## src/rtl/asram_pkg.sv

```systemverilog
// Shared types and cycle-count helpers for the asynchronous SRAM controller.
// Assumes all timing limits are given in whole nanoseconds.
package asram_pkg;

    typedef enum logic [2:0] {
        PH_IDLE,
        PH_SETUP,
        PH_ACCESS,
        PH_CLOSE,
        PH_RECOVER
    } phase_t;

    // Clock cycles needed to cover ns nanoseconds, never below one.
    function automatic int cyc_of(input int ns, input int clk_ns);
        int c;
        c = (ns + clk_ns - 1) / clk_ns;
        return (c < 1) ? 1 : c;
    endfunction

    function automatic int max_i(input int a, input int b);
        return (a > b) ? a : b;
    endfunction

    function automatic int min_i(input int a, input int b);
        return (a < b) ? a : b;
    endfunction

endpackage

```

## src/rtl/asram_seq.sv

```systemverilog
// Phase sequencer: walks idle -> setup -> access -> close -> recover -> idle,
// holding each timed phase for its parameter count.
// Assumes op_we is stable from the setup phase onward.
module asram_seq
    import asram_pkg::*;
#(
    parameter int SETUP_CYC = 1,
    parameter int WR_CYC    = 10,
    parameter int RD_CYC    = 12,
    parameter int REC_CYC   = 4
) (
    input  logic   clk,
    input  logic   rst_n,
    input  logic   start,
    input  logic   op_we,
    output phase_t state,
    output phase_t nxt
);

    localparam int MAXC = max_i(max_i(SETUP_CYC, REC_CYC), max_i(WR_CYC, RD_CYC));
    localparam int CW   = $clog2(MAXC + 1);

    logic [CW-1:0] cnt;
    logic [CW-1:0] load;
    logic          expired;

    assign expired = (cnt == '0);

    // Next phase from the current phase and the remaining count.
    always_comb begin
        nxt = state;
        unique case (state)
            PH_IDLE:    if (start)   nxt = PH_SETUP;
            PH_SETUP:   if (expired) nxt = PH_ACCESS;
            PH_ACCESS:  if (expired) nxt = PH_CLOSE;
            PH_CLOSE:                nxt = PH_RECOVER;
            PH_RECOVER: if (expired) nxt = PH_IDLE;
            default:                 nxt = PH_IDLE;
        endcase
    end

    // Length of the phase being entered, minus one.
    always_comb begin
        unique case (nxt)
            PH_SETUP:   load = CW'(SETUP_CYC - 1);
            PH_ACCESS:  load = op_we ? CW'(WR_CYC - 1) : CW'(RD_CYC - 1);
            PH_RECOVER: load = CW'(REC_CYC - 1);
            default:    load = '0;
        endcase
    end

    // Phase register and down-counter.
    always_ff @(posedge clk) begin
        if (!rst_n) begin
            state <= PH_IDLE;
            cnt   <= '0;
        end else begin
            state <= nxt;
            if (nxt != state) cnt <= load;
            else if (!expired) cnt <= cnt - 1'b1;
        end
    end

endmodule

```

## src/rtl/asram_io.sv

```systemverilog
// Pin stage: latches the request, drives registered strobes from the next
// phase, registers the returned data and assembles the per-lane response.
// Assumes accept is only high while the sequencer is idle.
module asram_io
    import asram_pkg::*;
#(
    parameter int AW    = 17,
    parameter int LANES = 2
) (
    input  logic               clk,
    input  logic               rst_n,
    input  logic               accept,
    input  logic               req_we,
    input  logic [AW-1:0]      req_addr,
    input  logic [LANES-1:0]   req_be,
    input  logic [8*LANES-1:0] req_wdata,
    input  phase_t             state,
    input  phase_t             nxt,
    output logic               op_we,
    output logic [AW-1:0]      ram_addr,
    output logic               ram_ce_n,
    output logic               ram_oe_n,
    output logic               ram_we_n,
    output logic [LANES-1:0]   ram_be_n,
    output logic [8*LANES-1:0] ram_dq_out,
    output logic               ram_dq_oe,
    input  logic [8*LANES-1:0] ram_dq_in,
    output logic               rsp_valid,
    output logic [8*LANES-1:0] rsp_rdata
);

    localparam int DW = 8 * LANES;

    logic [AW-1:0]    addr_q;
    logic             we_q;
    logic [LANES-1:0] be_q;
    logic [DW-1:0]    wdat_q;
    logic [DW-1:0]    din_q;
    logic             pulse_on;
    logic             op_next;
    logic             finish;

    assign pulse_on   = (nxt == PH_ACCESS);
    assign op_next    = accept ? req_we : we_q;
    assign finish     = (state == PH_ACCESS) && (nxt == PH_CLOSE);
    assign op_we      = we_q;
    assign ram_addr   = addr_q;
    assign ram_dq_out = wdat_q;

    // Capture the request fields on acceptance.
    always_ff @(posedge clk) begin
        if (!rst_n) begin
            addr_q <= '0;
            we_q   <= 1'b0;
            be_q   <= '0;
            wdat_q <= '0;
        end else if (accept) begin
            addr_q <= req_addr;
            we_q   <= req_we;
            be_q   <= req_be;
            wdat_q <= req_wdata;
        end
    end

    // Register the RAM data pins every cycle.
    always_ff @(posedge clk) begin
        if (!rst_n) din_q <= '0;
        else        din_q <= ram_dq_in;
    end

    // Shared strobes, bus drive and completion pulse, registered from the next phase.
    always_ff @(posedge clk) begin
        if (!rst_n) begin
            ram_ce_n  <= 1'b1;
            ram_we_n  <= 1'b1;
            ram_oe_n  <= 1'b1;
            ram_dq_oe <= 1'b0;
            rsp_valid <= 1'b0;
        end else begin
            ram_ce_n  <= !pulse_on;
            ram_we_n  <= !(pulse_on && we_q);
            ram_oe_n  <= !(pulse_on && !we_q);
            ram_dq_oe <= op_next && (nxt inside {PH_SETUP, PH_ACCESS, PH_CLOSE});
            rsp_valid <= finish;
        end
    end

    // One enable and one response byte per lane.
    for (genvar i = 0; i < LANES; i++) begin : g_lane
        // Lane strobe and read-data slice for lane i.
        always_ff @(posedge clk) begin
            if (!rst_n) begin
                ram_be_n[i]        <= 1'b1;
                rsp_rdata[8*i +: 8] <= '0;
            end else begin
                ram_be_n[i] <= !(pulse_on && be_q[i]);
                if (finish)
                    rsp_rdata[8*i +: 8] <= (!we_q && be_q[i]) ? din_q[8*i +: 8] : 8'h00;
            end
        end
    end

endmodule

```

## src/rtl/asram_ctrl.sv

```systemverilog
// Top of the asynchronous SRAM controller: derives cycle counts from the
// nanosecond limits and the clock period, then joins sequencer and pin stage.
// Assumes one outstanding request; the requester waits for req_ready.
module asram_ctrl
    import asram_pkg::*;
#(
    parameter int AW       = 17,
    parameter int LANES    = 2,
    parameter int CLK_NS   = 5,
    parameter int T_RC_NS  = 55,
    parameter int T_WP_NS  = 45,
    parameter int T_AW_NS  = 50,
    parameter int T_DW_NS  = 25,
    parameter int T_AA_NS  = 55,
    parameter int T_ACE_NS = 55,
    parameter int T_OE_NS  = 30,
    parameter int T_HZ_NS  = 20
) (
    input  logic               clk,
    input  logic               rst_n,
    input  logic               req_valid,
    output logic               req_ready,
    input  logic               req_we,
    input  logic [AW-1:0]      req_addr,
    input  logic [LANES-1:0]   req_be,
    input  logic [8*LANES-1:0] req_wdata,
    output logic               rsp_valid,
    output logic [8*LANES-1:0] rsp_rdata,
    output logic [AW-1:0]      ram_addr,
    output logic               ram_ce_n,
    output logic               ram_oe_n,
    output logic               ram_we_n,
    output logic [LANES-1:0]   ram_be_n,
    output logic [8*LANES-1:0] ram_dq_out,
    output logic               ram_dq_oe,
    input  logic [8*LANES-1:0] ram_dq_in
);

    localparam int SETUP_CYC = 1;
    localparam int WR_CYC = max_i(max_i(cyc_of(T_WP_NS, CLK_NS), cyc_of(T_AW_NS, CLK_NS)),
                                  cyc_of(T_DW_NS, CLK_NS));
    localparam int RD_CYC = max_i(max_i(cyc_of(T_AA_NS, CLK_NS), cyc_of(T_ACE_NS, CLK_NS)),
                                  cyc_of(T_OE_NS, CLK_NS)) + 1;
    localparam int HZ_CYC  = cyc_of(T_HZ_NS, CLK_NS);
    localparam int REC_CYC = max_i(HZ_CYC,
                                   cyc_of(T_RC_NS, CLK_NS) - 2 - min_i(WR_CYC, RD_CYC));

    phase_t state;
    phase_t nxt;
    logic   op_we;
    logic   accept;

    assign req_ready = (state == PH_IDLE);
    assign accept    = req_valid && req_ready;

    asram_seq #(
        .SETUP_CYC (SETUP_CYC),
        .WR_CYC    (WR_CYC),
        .RD_CYC    (RD_CYC),
        .REC_CYC   (REC_CYC)
    ) u_seq (
        .clk   (clk),
        .rst_n (rst_n),
        .start (accept),
        .op_we (op_we),
        .state (state),
        .nxt   (nxt)
    );

    asram_io #(
        .AW    (AW),
        .LANES (LANES)
    ) u_io (
        .clk        (clk),
        .rst_n      (rst_n),
        .accept     (accept),
        .req_we     (req_we),
        .req_addr   (req_addr),
        .req_be     (req_be),
        .req_wdata  (req_wdata),
        .state      (state),
        .nxt        (nxt),
        .op_we      (op_we),
        .ram_addr   (ram_addr),
        .ram_ce_n   (ram_ce_n),
        .ram_oe_n   (ram_oe_n),
        .ram_we_n   (ram_we_n),
        .ram_be_n   (ram_be_n),
        .ram_dq_out (ram_dq_out),
        .ram_dq_oe  (ram_dq_oe),
        .ram_dq_in  (ram_dq_in),
        .rsp_valid  (rsp_valid),
        .rsp_rdata  (rsp_rdata)
    );

endmodule

```

## config.mk

```make
export PLATFORM = sky130hd
export DESIGN_NAME = asram_ctrl
export DESIGN_NICKNAME = d
export VERILOG_FILES = /design/src/rtl/asram_pkg.sv /design/src/rtl/asram_seq.sv /design/src/rtl/asram_io.sv /design/src/rtl/asram_ctrl.sv
export SDC_FILE = /design/constraint.sdc
export NUM_CORES = 1
export LEC_CHECK = 0
export BUFFER_PORTS_ARGS = -buffer_cell sky130_fd_sc_hd__buf_4
export CAP_MARGIN = 10
export CORE_ASPECT_RATIO = 1.5
export CORE_MARGIN = 3
export CORE_UTILIZATION = 36
export DETAILED_ROUTE_END_ITERATION = 12
export HOLD_SLACK_MARGIN = 0.06
export PLACE_DENSITY_LB_ADDON = 0.12
export SYNTH_ARGS = -nofsm -noshare
export SYNTH_HDL_FRONTEND = slang
export SYNTH_HIERARCHICAL = 1
export SYNTH_SLANG_ARGS = --single-unit
```

## constraint.sdc

```tcl
create_clock -name clk -period 7.57 [get_ports clk]
set_clock_uncertainty 0.2 [all_clocks]
set_input_delay 0.757 -clock clk [delete_from_list [all_inputs] [get_ports clk]]
set_output_delay 0.757 -clock clk [all_outputs]
set_load 0.01 [all_outputs]
```

-- Yosys cells after proc, flatten, opt, wreduce, memory -nomap -nowiden
Cells that the tools add are included.
- equality and inequality tests: 10
- reduce and logical (&&, ||, !) cells: 18
- mux-type cells: 12
- $add $sub $neg: 1
- operator list (cell ; count):
    2-to-1 mux 8 bit ; 2
    one-hot mux 3 bit (5 select lines) ; 1
    equality test 3 x 2 -> 1 bit, second input constant ; 4
    2-to-1 mux 3 bit ; 4
    logical AND 1 bit ; 9
    2-to-1 mux 4 bit ; 2
    one-hot mux 4 bit (2 select lines) ; 1
    equality test 3 x 1 -> 1 bit, second input constant ; 2
    equality test 3 bit, second input constant ; 2
    logical NOT 1 bit ; 6
    logical NOT 4 bit ; 1
    subtractor 4 x 1 -> 4 bit, second input constant ; 1
    logical NOT 3 bit ; 1
    inequality test 3 bit ; 1
    nonzero test 3 bit ; 1
    2-to-1 mux 2 bit ; 1
    inequality test 2 bit, second input constant ; 1
    2-to-1 mux 1 bit ; 1
- logic and storage cells: 57
- bits of input ports: 55
- flip-flop bits (word level): 82
- output and inout port bits: 57

-- Logic depth before layout (Yosys ltp)
Gate-level depths: netlist of run 1.
- depth after elaboration: 7
- depth in mapped cells: 10
- depth with buffers taken out: 8

-- Cells and area by module
The synthesis of run 1 kept the hierarchy.
- modules (own cells, without submodules) (module ; cells an instance ; area an instance (µm²) ; seq. area each (µm²) ; instances):
    asram_io ; 241 ; 2553.7 ; 1501.4 ; 1
    asram_seq ; 66 ; 518.0 ; 140.1 ; 1
    asram_ctrl ; 2 ; 20.0 ; 0.0 ; 1

-- Worst setup path after synthesis of run 1
OpenSTA, ideal clock, no wires.
- path kind: input -> register
- from: input req_valid
- to: register u_io.rsp_rdata[0]
- data arrival time: 2223 ps
- path buffers: 2
- setup time: 119 ps
- cell stages on the path: 7
- data required time: 7251 ps
- path slack: 5028 ps
- cell sequence: nor4b_2 nor3_1 a2111oi_2 nand3b_1 buf_6 buf_6 mux2i_1
- longest elaborated chain between the ends: 5
- ends and longest elaborated chain (what ; RTL line ; RTL):
    from (decl) ; asram_ctrl.sv:21 ; input logic req_valid,
    logical AND 1 bit ; asram_ctrl.sv:54 ; assign accept = req_valid && req_ready;
    2-to-1 mux 3 bit ; asram_seq.sv:33 ; PH_IDLE: if (start) nxt = PH_SETUP;
    one-hot mux 3 bit (5 select lines) ; asram_seq.sv:32 ; unique case (state)
    net nxt[0] ; asram_ctrl.sv:49 ; phase_t nxt;
    equality test 3 x 2 -> 1 bit ; asram_io.sv:45 ; assign finish = (state == PH_ACCESS) && (nxt == PH_CLOSE);
    logical AND 1 bit ; asram_io.sv:45 ;
    to (signal, indexed assignment) ; asram_io.sv:98 ; rsp_rdata[8*i +: 8] <= (!we_q && be_q[i]) ? din_q[8*i +: 8] : 8'h00;
    to (decl) ; asram_io.sv:29 ; output logic [8*LANES-1:0] rsp_rdata
The timed path passes the listed nets, and every way through them passes these cells.
A chain may end at the register's enable or synchronous reset.

-- Worst setup path after layout of run 1
- from: register u_seq.cnt[0]
- to: register u_io.rsp_rdata[13]
- longest elaborated chain between the ends: 5
- elaborated cells on any way between the ends: 7
- those cells by class: eq/ne (1); mux (4); reduce/logical (2)
- ends and longest elaborated chain (what ; RTL line ; RTL):
    from (decl) ; asram_seq.sv:23 ; logic [CW-1:0] cnt;
    from (signal assigned) ; asram_seq.sv:59 ; if (nxt != state) cnt <= load;
    from (signal assigned) ; asram_seq.sv:60 ; else if (!expired) cnt <= cnt - 1'b1;
    logical NOT 4 bit (*) ; asram_seq.sv:27 ; assign expired = (cnt == '0);
    2-to-1 mux 3 bit, on equally long branches ; asram_seq.sv:37, asram_seq.sv:34, asram_seq.sv:35 ;
    one-hot mux 3 bit (5 select lines) (*) ; asram_seq.sv:32 ;
    net nxt[0] ; asram_ctrl.sv:49 ;
    equality test 3 x 2 -> 1 bit (*) ; asram_io.sv:45 ;
    logical AND 1 bit (*) ; asram_io.sv:45 ;
The timed path passes the listed nets; every way through them passes the cells marked *.

==> results of run 1 <==
## kinds of logic after synthesis
logic type / Yosys count / synth area share (%)
flip-flops: 82 / 53.1
multiplexers: 53 / 17.2
XOR/XNOR: 1 / 0.283
AND/OR/NAND/NOR: 130 / 21.2
buffers and inverters: 24 / 3.72
AO/OA/AOI/OAI: 18 / 4.17
adder cells (fa/ha/maj): 1 / 0.405
## power breakdown
part | internal, mW | switching (mW)
registers | 0.490 | 0.0565
clock network | 0.268 | 0.160
logic | 0.212 | 0.198
total | 0.971 | 0.415
## area by class of cell
| class | count | area (µm²) |
|---|---|---|
| Sequential cell | 82 | 1640 |
| Fill cell | 802 | 3940 |
| Multi-Input combinational cell | 203 | 1340 |
| Clock inverter | 3 | 40.0 |
| Timing Repair Buffer | 113 | 848 |
| Clock buffer | 11 | 253 |
| Tap cell | 105 | 131 |
| Inverter | 4 | 15.0 |
## flip-flops by register name, summed over array words and instances (netlist names), 2 cells and up
| register | cells |
|---|---|
| u_io/be_q | 2 |
| u_io/din_q | 16 |
| u_io/ram_addr | 17 |
| u_io/ram_be_n | 2 |
| u_io/ram_dq_out | 16 |
| u_io/rsp_rdata | 16 |
| u_seq/cnt | 4 |
| u_seq/state | 3 |
## path summary, 6_finish.rpt
check / start / endpoint / cells after the start
worst max-delay path: u_seq/cnt[0] / u_io/rsp_rdata[13] / 7
worst min-delay path: u_io/be_q[1] / u_io/ram_be_n[1] / 1
worst max register to register: u_seq/cnt[0] / u_io/rsp_rdata[13] / 7
worst min register to register: u_io/be_q[1] / u_io/ram_be_n[1] / 1
## worst max-delay path: stages (launching register included)
cell and delay, ns:
dfxtp_1 0.35, inv_1 0.10, ha_1 0.25, or3b_4 0.44, and2_1 0.18, a2111oi_2 0.53
nand3b_1 0.83, mux2i_1 0.39
## per-layer routing
layer / up-vias / track usage (%)
li1: 1244 / -
met1: 1135 / 17.6
met2: 90 / 24.8
met3: 13 / 5.03
met4: 0 / 7.38
met5: - / 0
## layout by cell type, fill, tap and decap left out, types with 2 or more instances in the layout
master,netlist,routed
and2_1,20,20
nor3_1,4,4
a21oi_1,5,5
nand2_1,39,39
inv_1,4,4
nor4_1,2,2
nor3b_1,2,2
dfxtp_1,82,82
mux2i_1,53,53
buf_4,0,113
nor2_1,42,42
clkinv_2,0,2
o21ai_0,4,4
clkbuf_16,0,9
nand3b_1,5,5
clkbuf_8,0,2
o2111ai_1,2,2
or4_1,2,2
a31oi_1,2,2
nand3_1,2,2
nand2b_1,3,3
and3b_1,2,2
==> metrics.csv, run 1 <==
metric;value;unit
status;complete, no violations;
yosysWarnings;6;
final_core_utilization;52.1;%
synth_most_common_cell;dfxtp_1;
wl_per_cell;13.6;µm
clockRootBuffer;clkbuf_16;
setup_viol;0;
crit_required;7.61;ns
die_w;81.7;µm
gr-total-overflow;0;
fmax;298;MHz
clk_pin_slew;0.06;ns
post_cts_resized;0;
p_leak;1.98;nW
worstSetupPathType;flip-flop to flip-flop;
yosys.cell_types.count;35;
fin_crit;3.35;ns
cts_buffer_depth;2;
seq_area_frac_synth;53.1;%
diodes;0;
core;8210;µm²
syn2layout_area_growth;38.2;%
cellPowerDensity;324;nW/µm²
drive_gt1_share;32.0;%
stdcell_area;4270;µm²
dp_hpwl;4920;µm
start_kind;flip-flop;
cts_buffers;9;
hold_slack;0.206;ns
die_h;120;µm
path_max_fanout;17;
ys_seq_elements;82;
drtAntennaViolNets;0;
grt_pass1_vias;2445;
vias;2482;
h-tree-depth;3;
drt-vias-per-instance;4.76;
post-cts-setup-buffer-count;0;
clock_latency;0.33;ns
wl_met1;2900;µm
route.met2.wl;3490;µm
slew_headroom;28.8;%
syn_avg_cell_area;10.0;µm²
grt_first_pass_wirelength;11400;µm
hold_viol;0;
crit_arrival;3.39;ns
maxUsedRoutingLayer;met4;
finalMaxSlewViolations;0;
synthCells;309;
ys.flop_type;dfxtp_1;
hold_class;flip-flop to flip-flop;
portBuffers;111;
antenna_found_initial;0;
post-route-period-util;44.3;%
drc;0;
rsz0062_at_grt;false;
timing.setup.tns;0;ns
total_power;1.39;mW
final_cell_count_no_fill;521;
tightest_slew;1.06;ns
place_area;3980;µm²
maxCapViolCount;0;
synth_nets;365;
cp-end-kind;flip-flop;
synthArstFlopShare;0;%
yosys-top-cells-count;dfxtp_1 (82), mux2i_1 (53), nor2_1 (42), nand2_1 (39), and2_1 (20);
first_iter_violations;172;
synth.top_cell.area_share;53.1;%
dpl.cell_count;507;
row_count;40;
gp_congestion;0.698;
track_usage;15.2;%
dpl_worst_slack;4.25;ns
drt-pass1-iter-count;4;
setup_ws;4.22;ns
clock-sinks;82;
fp.dieArea;9760;µm²
cts_tree;built;
initial_utilization;37.7;%
num_io_pins;112;
yosysTopAreaCell;dfxtp_1;
reg2reg_slack;4.22;ns
dr_wl_met3;493;µm
grt_max_degree;44;
syn_area;3090;µm²
ir_drop;0.157;mV
synth.area.top_cells;dfxtp_1 (53%), mux2i_1 (17%), nor2_1 (5.1%), nand2_1 (4.7%), and2_1 (4.0%);
synth_edf_count;0;
postCtsHoldBufs;0;
nets;469;
drt-total-wl;7060;µm
Note: power is estimated with default switching activity, not from simulation.
==> inputs of run 2 (changes only) <==
--- a/config.mk
+++ b/config.mk
@@ -5,6 +5,7 @@
 export SDC_FILE = /design/constraint.sdc
 export NUM_CORES = 1
 export LEC_CHECK = 0
+export ABC_AREA = 1
 export BUFFER_PORTS_ARGS = -buffer_cell sky130_fd_sc_hd__buf_4
 export CAP_MARGIN = 10
 export CORE_ASPECT_RATIO = 1.5
==> constraint.sdc (replaced) <==
create_clock -name clk -period 2.9 [get_ports clk]
set_clock_uncertainty 0.2 [all_clocks]
set_input_delay 0.29 -clock clk [delete_from_list [all_inputs] [get_ports clk]]
set_output_delay 0.29 -clock clk [all_outputs]
set_load 0.01 [all_outputs]
==> run 2 against run 1 <==
  * Flip-flop and latch count did not move
  * Synthesized area rose by 4.2%
  * Wire length rose by 22%
  * Total power rose to 2.8 times the previous value
  * Maximum frequency rose by 41%
  * Sequential share of layout area fell by 4.9 points
  * Die area rose by 3.9%
  * Cell count rose by 32%
  * Combinational power rose to 3.0 times the previous value
  * Cell area rose by 15%
  * Critical path type unchanged
  * Largest cell class unchanged
  * Highest routed layer unchanged
==> metrics.csv, run 2 <==
metric;value;unit
status;complete, no violations;
portBuffers;111;
yosys.cell_types.count;34;
crit_required;2.93;ns
synthArstFlopShare;0;%
syn2layout_area_growth;52.0;%
cts_buffers;9;
drt-vias-per-instance;4.56;
syn_avg_cell_area;7.62;µm²
start_kind;flip-flop;
setup_viol;0;
yosysWarnings;6;
drive_gt1_share;25.9;%
wl_per_cell;12.5;µm
clock_latency;0.33;ns
dpl.cell_count;621;
clockRootBuffer;clkbuf_16;
cts_buffer_depth;2;
grt_pass1_vias;3048;
cp_top_family;simple AND/OR/NAND/NOR gates;
ys.flop_type;dfxtp_1;
yosys-top-cells-count;nor2_1 (116), dfxtp_1 (82), nand2_1 (51), inv_1 (41), o21ai_0 (36);
synth.area.top_cells;dfxtp_1 (51%), nor2_1 (14%), nand2_1 (5.9%), o21ai_0 (5.6%), nand3_1 (5.0%);
cp-startpoint;u_seq/cnt[0];
die_h;122;µm
reg2reg_slack;0.53;ns
synth_nets;479;
post_cts_resized;0;
rsz0062_at_grt;false;
drt-pass1-iter-count;4;
antenna_found_initial;0;
largest_reg_flops;17;
drc;0;
finalMaxSlewViolations;0;
grt_max_degree;72;
track_usage;17.1;%
p_leak;2.39;nW
p_int;2.63;mW
final_cell_count_no_fill;689;
synth_most_common_cell;nor2_1;
hold_viol;0;
pwr-share-seq;37.2;%
vias;3144;
initial_utilization;37.6;%
tightest_slew;0.684;ns
seq_area_frac_synth;51.0;%
min_from;u_io/op_we;
clockPowerShare;31.0;%
combPwrFrac;31.7;%
ir_drop;0.411;mV
grt_first_pass_wirelength;14100;µm
cp-end-kind;flip-flop;
drt-total-wl;8630;µm
synth_edf_count;0;
hold_class;flip-flop to flip-flop;
cpPeakStageDelay;0.40;ns
rr_startpoint;u_seq/cnt[0];
fin_crit;2.37;ns
core;8570;µm²
p_sw;1.30;mW
diodes;0;
nets;633;
crit_buf_inv;2;
row_count;41;
post-cts-setup-buffer-count;0;
dp_hpwl;5440;µm
hold_depth;1;
yosysTopAreaCell;dfxtp_1;
cts_tree;built;
layout_commonest_cell;nor2_1;
num_io_pins;112;
clk_pin_slew;0.06;ns
final_cell_mix;nor2_1 (116), buf_4 (112), dfxtp_1 (82), dlygate4sd3_1 (52), nand2_1 (51);
drtAntennaViolNets;0;
synth.top_cell.area_share;51.0;%
post-route-period-util;81.8;%
worstSetupPathType;flip-flop to flip-flop;
slew_headroom;54.4;%
syn_area;3220;µm²
whs_endpoint;u_io/ram_we_n;
synthCells;423;
first_iter_violations;134;
maxCapViolCount;0;
crit_arrival;2.40;ns
gp_congestion;0.766;
slowest_stage;nor2_2;
cellPowerDensity;803;nW/µm²
clock-sinks;82;
r2r_end;u_io/rsp_rdata[5];
fp.dieArea;10100;µm²
die_w;83.2;µm
gr-total-overflow;0;
path_max_fanout;13;
fmax;422;MHz
ys_seq_elements;82;
h-tree-depth;3;
path_cells;inv_1, ha_1, nand2_4, nor4_1, a21oi_1, inv_1, nand2_1, nor2_2, nand3_1, nand2_1, nor2_1;
r2r_cells;11;
switching_share;33.2;%
timing.setup.tns;0;ns
-- run 2: cells by family after synthesis --
| family | count (synthesis) | share of synthesized area, % |
|---|---|---|
| xor+xnor | 3 | 0.816 |
| simple gates | 221 | 30.2 |
| buf+inv | 70 | 10.2 |
| compound gates | 46 | 7.46 |
| flops | 82 | 51.0 |
| fa+ha+maj | 1 | 0.388 |
-- run 2: worst max path at each step --
stage                         end  slack, ns  cells after the start
2_1_floorplan   u_io/rsp_rdata[0]       0.95                     13
3_3_place_gp    u_io/rsp_rdata[5]       0.56                     11
3_5_place_dp   u_io/rsp_rdata[15]       0.56                     11
4_1_cts         u_io/rsp_rdata[5]       0.54                     11
5_1_grt         u_io/rsp_rdata[4]       0.22                     11
6_report        u_io/rsp_rdata[5]       0.53                     11
-- run 2: area by class of cell --
type                    instances  area [µm²]
clock inverters                 4        73.8
inverters                      49         186
flip-flops and latches         82        1640
fillers                       786        3670
repair buffers                164        1360
well taps                     107         134
clock buffers                  12         246
multi-input cells             271        1250
-- run 2: stage by stage --
| stage | setup WS (ns) | hold slack (ns) | instance area, µm² | util, % | power (mW) |
|---|---|---|---|---|---|
| finish | 0.528 | 0.241 | 4900 | 57.1 | 3.93 |
| global placement | 0.559 | 0.220 | 4060 | 47.3 | 2.65 |
| detailed placement | 0.559 | 0.229 | 4060 | 47.3 | 2.67 |
| global route | 0.218 | 0.275 | 4900 | 57.1 | 4.17 |
| CTS | 0.535 | 0.243 | 4900 | 57.1 | 3.95 |
| floorplan | 0.946 | 0.188 | 3220 | - | 2.25 |
-- run 2: layer usage --
layer | vias up | GRT usage, % | part of all wire (%)
met5 | - | 0 | 0
met4 | 0 | 7.36 | 2.6
met3 | 19 | 6.56 | 6.9
met2 | 96 | 29.2 | 49
met1 | 1411 | 19.0 | 41
li1 | 1618 | - | -
-- run 2: power groups by stage --
stage / logic, mW / clock network, mW / registers [mW]
floorplan: 0.742 / 0 / 1.51
global placement: 1.18 / 0 / 1.48
detailed placement: 1.19 / 0 / 1.48
CTS: 1.25 / 1.24 / 1.46
global route: 1.40 / 1.29 / 1.49
finish: 1.25 / 1.22 / 1.46
-- run 2: worst reg2reg max path: stages (launching register included) --
cell and delay [ns]:
dfxtp_1 0.33, inv_1 0.06, ha_1 0.25, nand2_4 0.11, nor4_1 0.27, a21oi_1 0.12, inv_1 0.14, nand2_1 0.10
nor2_2 0.40, nand3_1 0.14, nand2_1 0.09, nor2_1 0.04
-- run 2: timing repair --
item                                    4_1_cts  5_1_grt
endpoints found under the setup margin        0        0
hold buffers                                 52        0
endpoints found under the hold margin        53        0
==> inputs of run 3 (changes only) <==
==> constraint.sdc (replaced) <==
create_clock -name clk -period 2.24 [get_ports clk]
set_clock_uncertainty 0.2 [all_clocks]
set_input_delay 0.224 -clock clk [delete_from_list [all_inputs] [get_ports clk]]
set_output_delay 0.224 -clock clk [all_outputs]
set_load 0.01 [all_outputs]
==> run 3 against run 2 <==
  * Global-route usage increased by 0.14 points
  * Combinational power rose by 35%
  * Wire length down 2.2%
  * Hold slack got worse by 0.063 ns
  * Total power rose by 27%
  * Register-to-register slack worse by 0.34 ns
  * Non-clock buffer count increased by 4
  * Cell area grew 0.72%
  * Flip-flop and latch count unchanged
  * Via count decreased by 0.45%
  * Sequential power up 29%
  * Critical path type unchanged
==> metrics.csv, run 3 (synthesis gave the netlist of run 2 again) <==
metric;value;unit
status;complete, no violations;
cts_tree;built;
crit_required;2.27;ns
cts_buffer_depth;2;
drt-vias-per-instance;4.52;
reg2reg_slack;0.19;ns
grt_pass1_vias;3103;
num-fill-cells;777;
grt_first_pass_wirelength;14100;µm
cp-end-kind;flip-flop;
r2r_end;u_io/rsp_rdata[2];
num_io_pins;112;
diodes;0;
track_usage;17.3;%
final_cell_count_no_fill;692;
drive_gt1_share;27.4;%
fin_crit;2.05;ns
dpl_worst_slack;0.0782;ns
drt-total-wl;8440;µm
first_iter_violations;153;
p_leak;2.39;nW
drc;0;
die_h;122;µm
antenna_found_initial;0;
timing.setup.tns;0;ns
ir_drop;0.666;mV
clk_pin_slew;0.06;ns
nets;637;
rr_startpoint;u_seq/cnt[0];
fmax;488;MHz
final_cell_mix;nor2_1 (115), buf_4 (115), dfxtp_1 (80), dlygate4sd3_1 (52), nand2_1 (51);
worstSetupPathType;flip-flop to flip-flop;
setup_viol;0;
die_w;83.2;µm
hold_slack;0.178;ns
cellPowerDensity;1010;nW/µm²
maxCapViolCount;0;
drt-pass1-iter-count;4;
cp-startpoint;u_seq/cnt[0];
vias;3130;
grt_max_degree;58;
gp_congestion;0.803;
wl_per_cell;12.2;µm
setup_ws;0.191;ns
crit_arrival;2.08;ns
post-route-period-util;91.5;%
clock-sinks;82;
dpl.cell_count;625;
finalMaxSlewViolations;0;
start_kind;flip-flop;
dp_hpwl;5490;µm
endpoint;u_io/rsp_rdata[2];
slew_headroom;64.9;%
row_count;41;
r2r_cells;13;
portBuffers;111;
path_max_fanout;13;
largest_reg_flops;17;
h-tree-depth;3;
initial_utilization;37.6;%
hold_class;primary input to flip-flop;
final_core_utilization;57.6;%
post-cts-setup-buffer-count;0;
tightest_slew;0.526;ns
clock_latency;0.33;ns
fp.dieArea;10100;µm²
gr-total-overflow;0;
clockRootBuffer;clkbuf_16;
cts_buffers;9;
syn2layout_area_growth;53.0;%
core;8570;µm²
drtAntennaViolNets;0;
hold_viol;0;
-- run 3: area by class of cell --
cell class	instances	area (µm²)	area share [%]
multi-input cells	271	1280	25.9
repair buffers	168	1400	28.5
inverters	49	186	3.78
clock buffers	10	229	4.64
flip-flops and latches	82	1640	33.3
clock inverters	5	56.3	1.14
well taps	107	134	2.72
-- run 3: worst min path at each step --
| stage | from | end | slack, ns | depth (start not counted) |
|---|---|---|---|---|
| floorplan | ram_dq_in[0] | u_io/din_q[0] | 0.12 | 2 |
| global placement | ram_dq_in[0] | u_io/din_q[0] | 0.21 | 3 |
| detailed placement | ram_dq_in[0] | u_io/din_q[0] | 0.21 | 3 |
| global route | rst_n | u_io/rsp_rdata[11] | 0.19 | 3 |
| finish | rst_n | u_io/rsp_rdata[7] | 0.18 | 3 |
| CTS | rst_n | u_io/rsp_rdata[4] | 0.18 | 3 |
-- run 3: report_power, final --
part / leakage (nW) / switching [mW] / internal [mW]
sequential: 0.676 / 0.177 / 1.71
clock: 0.138 / 0.558 / 0.854
combinational: 1.58 / 0.967 / 0.723
total: 2.39 / 1.70 / 3.29
-- run 3: repair_timing --
item | CTS | global route
hold buffers | 52 | 0
gates resized for setup | 0 | 7
endpoints found under the setup margin | 0 | 18
hold endpoints to repair | 53 | 0
-- run 3: worst max-delay path: stages (launching register included) --
cell	delay (ns)
dfxtp_1	0.36
inv_1	0.06
ha_2	0.21
nand2_4	0.14
nand2_2	0.08
inv_2	0.07
nor2_4	0.05
nor2_2	0.16
nand2_1	0.14
nor2_4	0.13
buf_12	0.13
nand3_1	0.08
nand2_1	0.09
nor2_1	0.04
-- run 3: metal layers --
layer	up-vias	track usage (%)	routed length [µm]
met4	0	7.67	191
met1	1390	19.0	3410
met2	95	30.2	4320
li1	1629	-	-
met3	16	5.75	523
met5	-	0	0
-- run 3: stage by stage --
step	cell area [µm²]	total power, mW
after global routing	4930	5.33
after detailed placement	4100	3.49
after global placement	4100	3.46
after CTS	4900	4.99
after floorplan	3220	2.91
final	4930	4.99
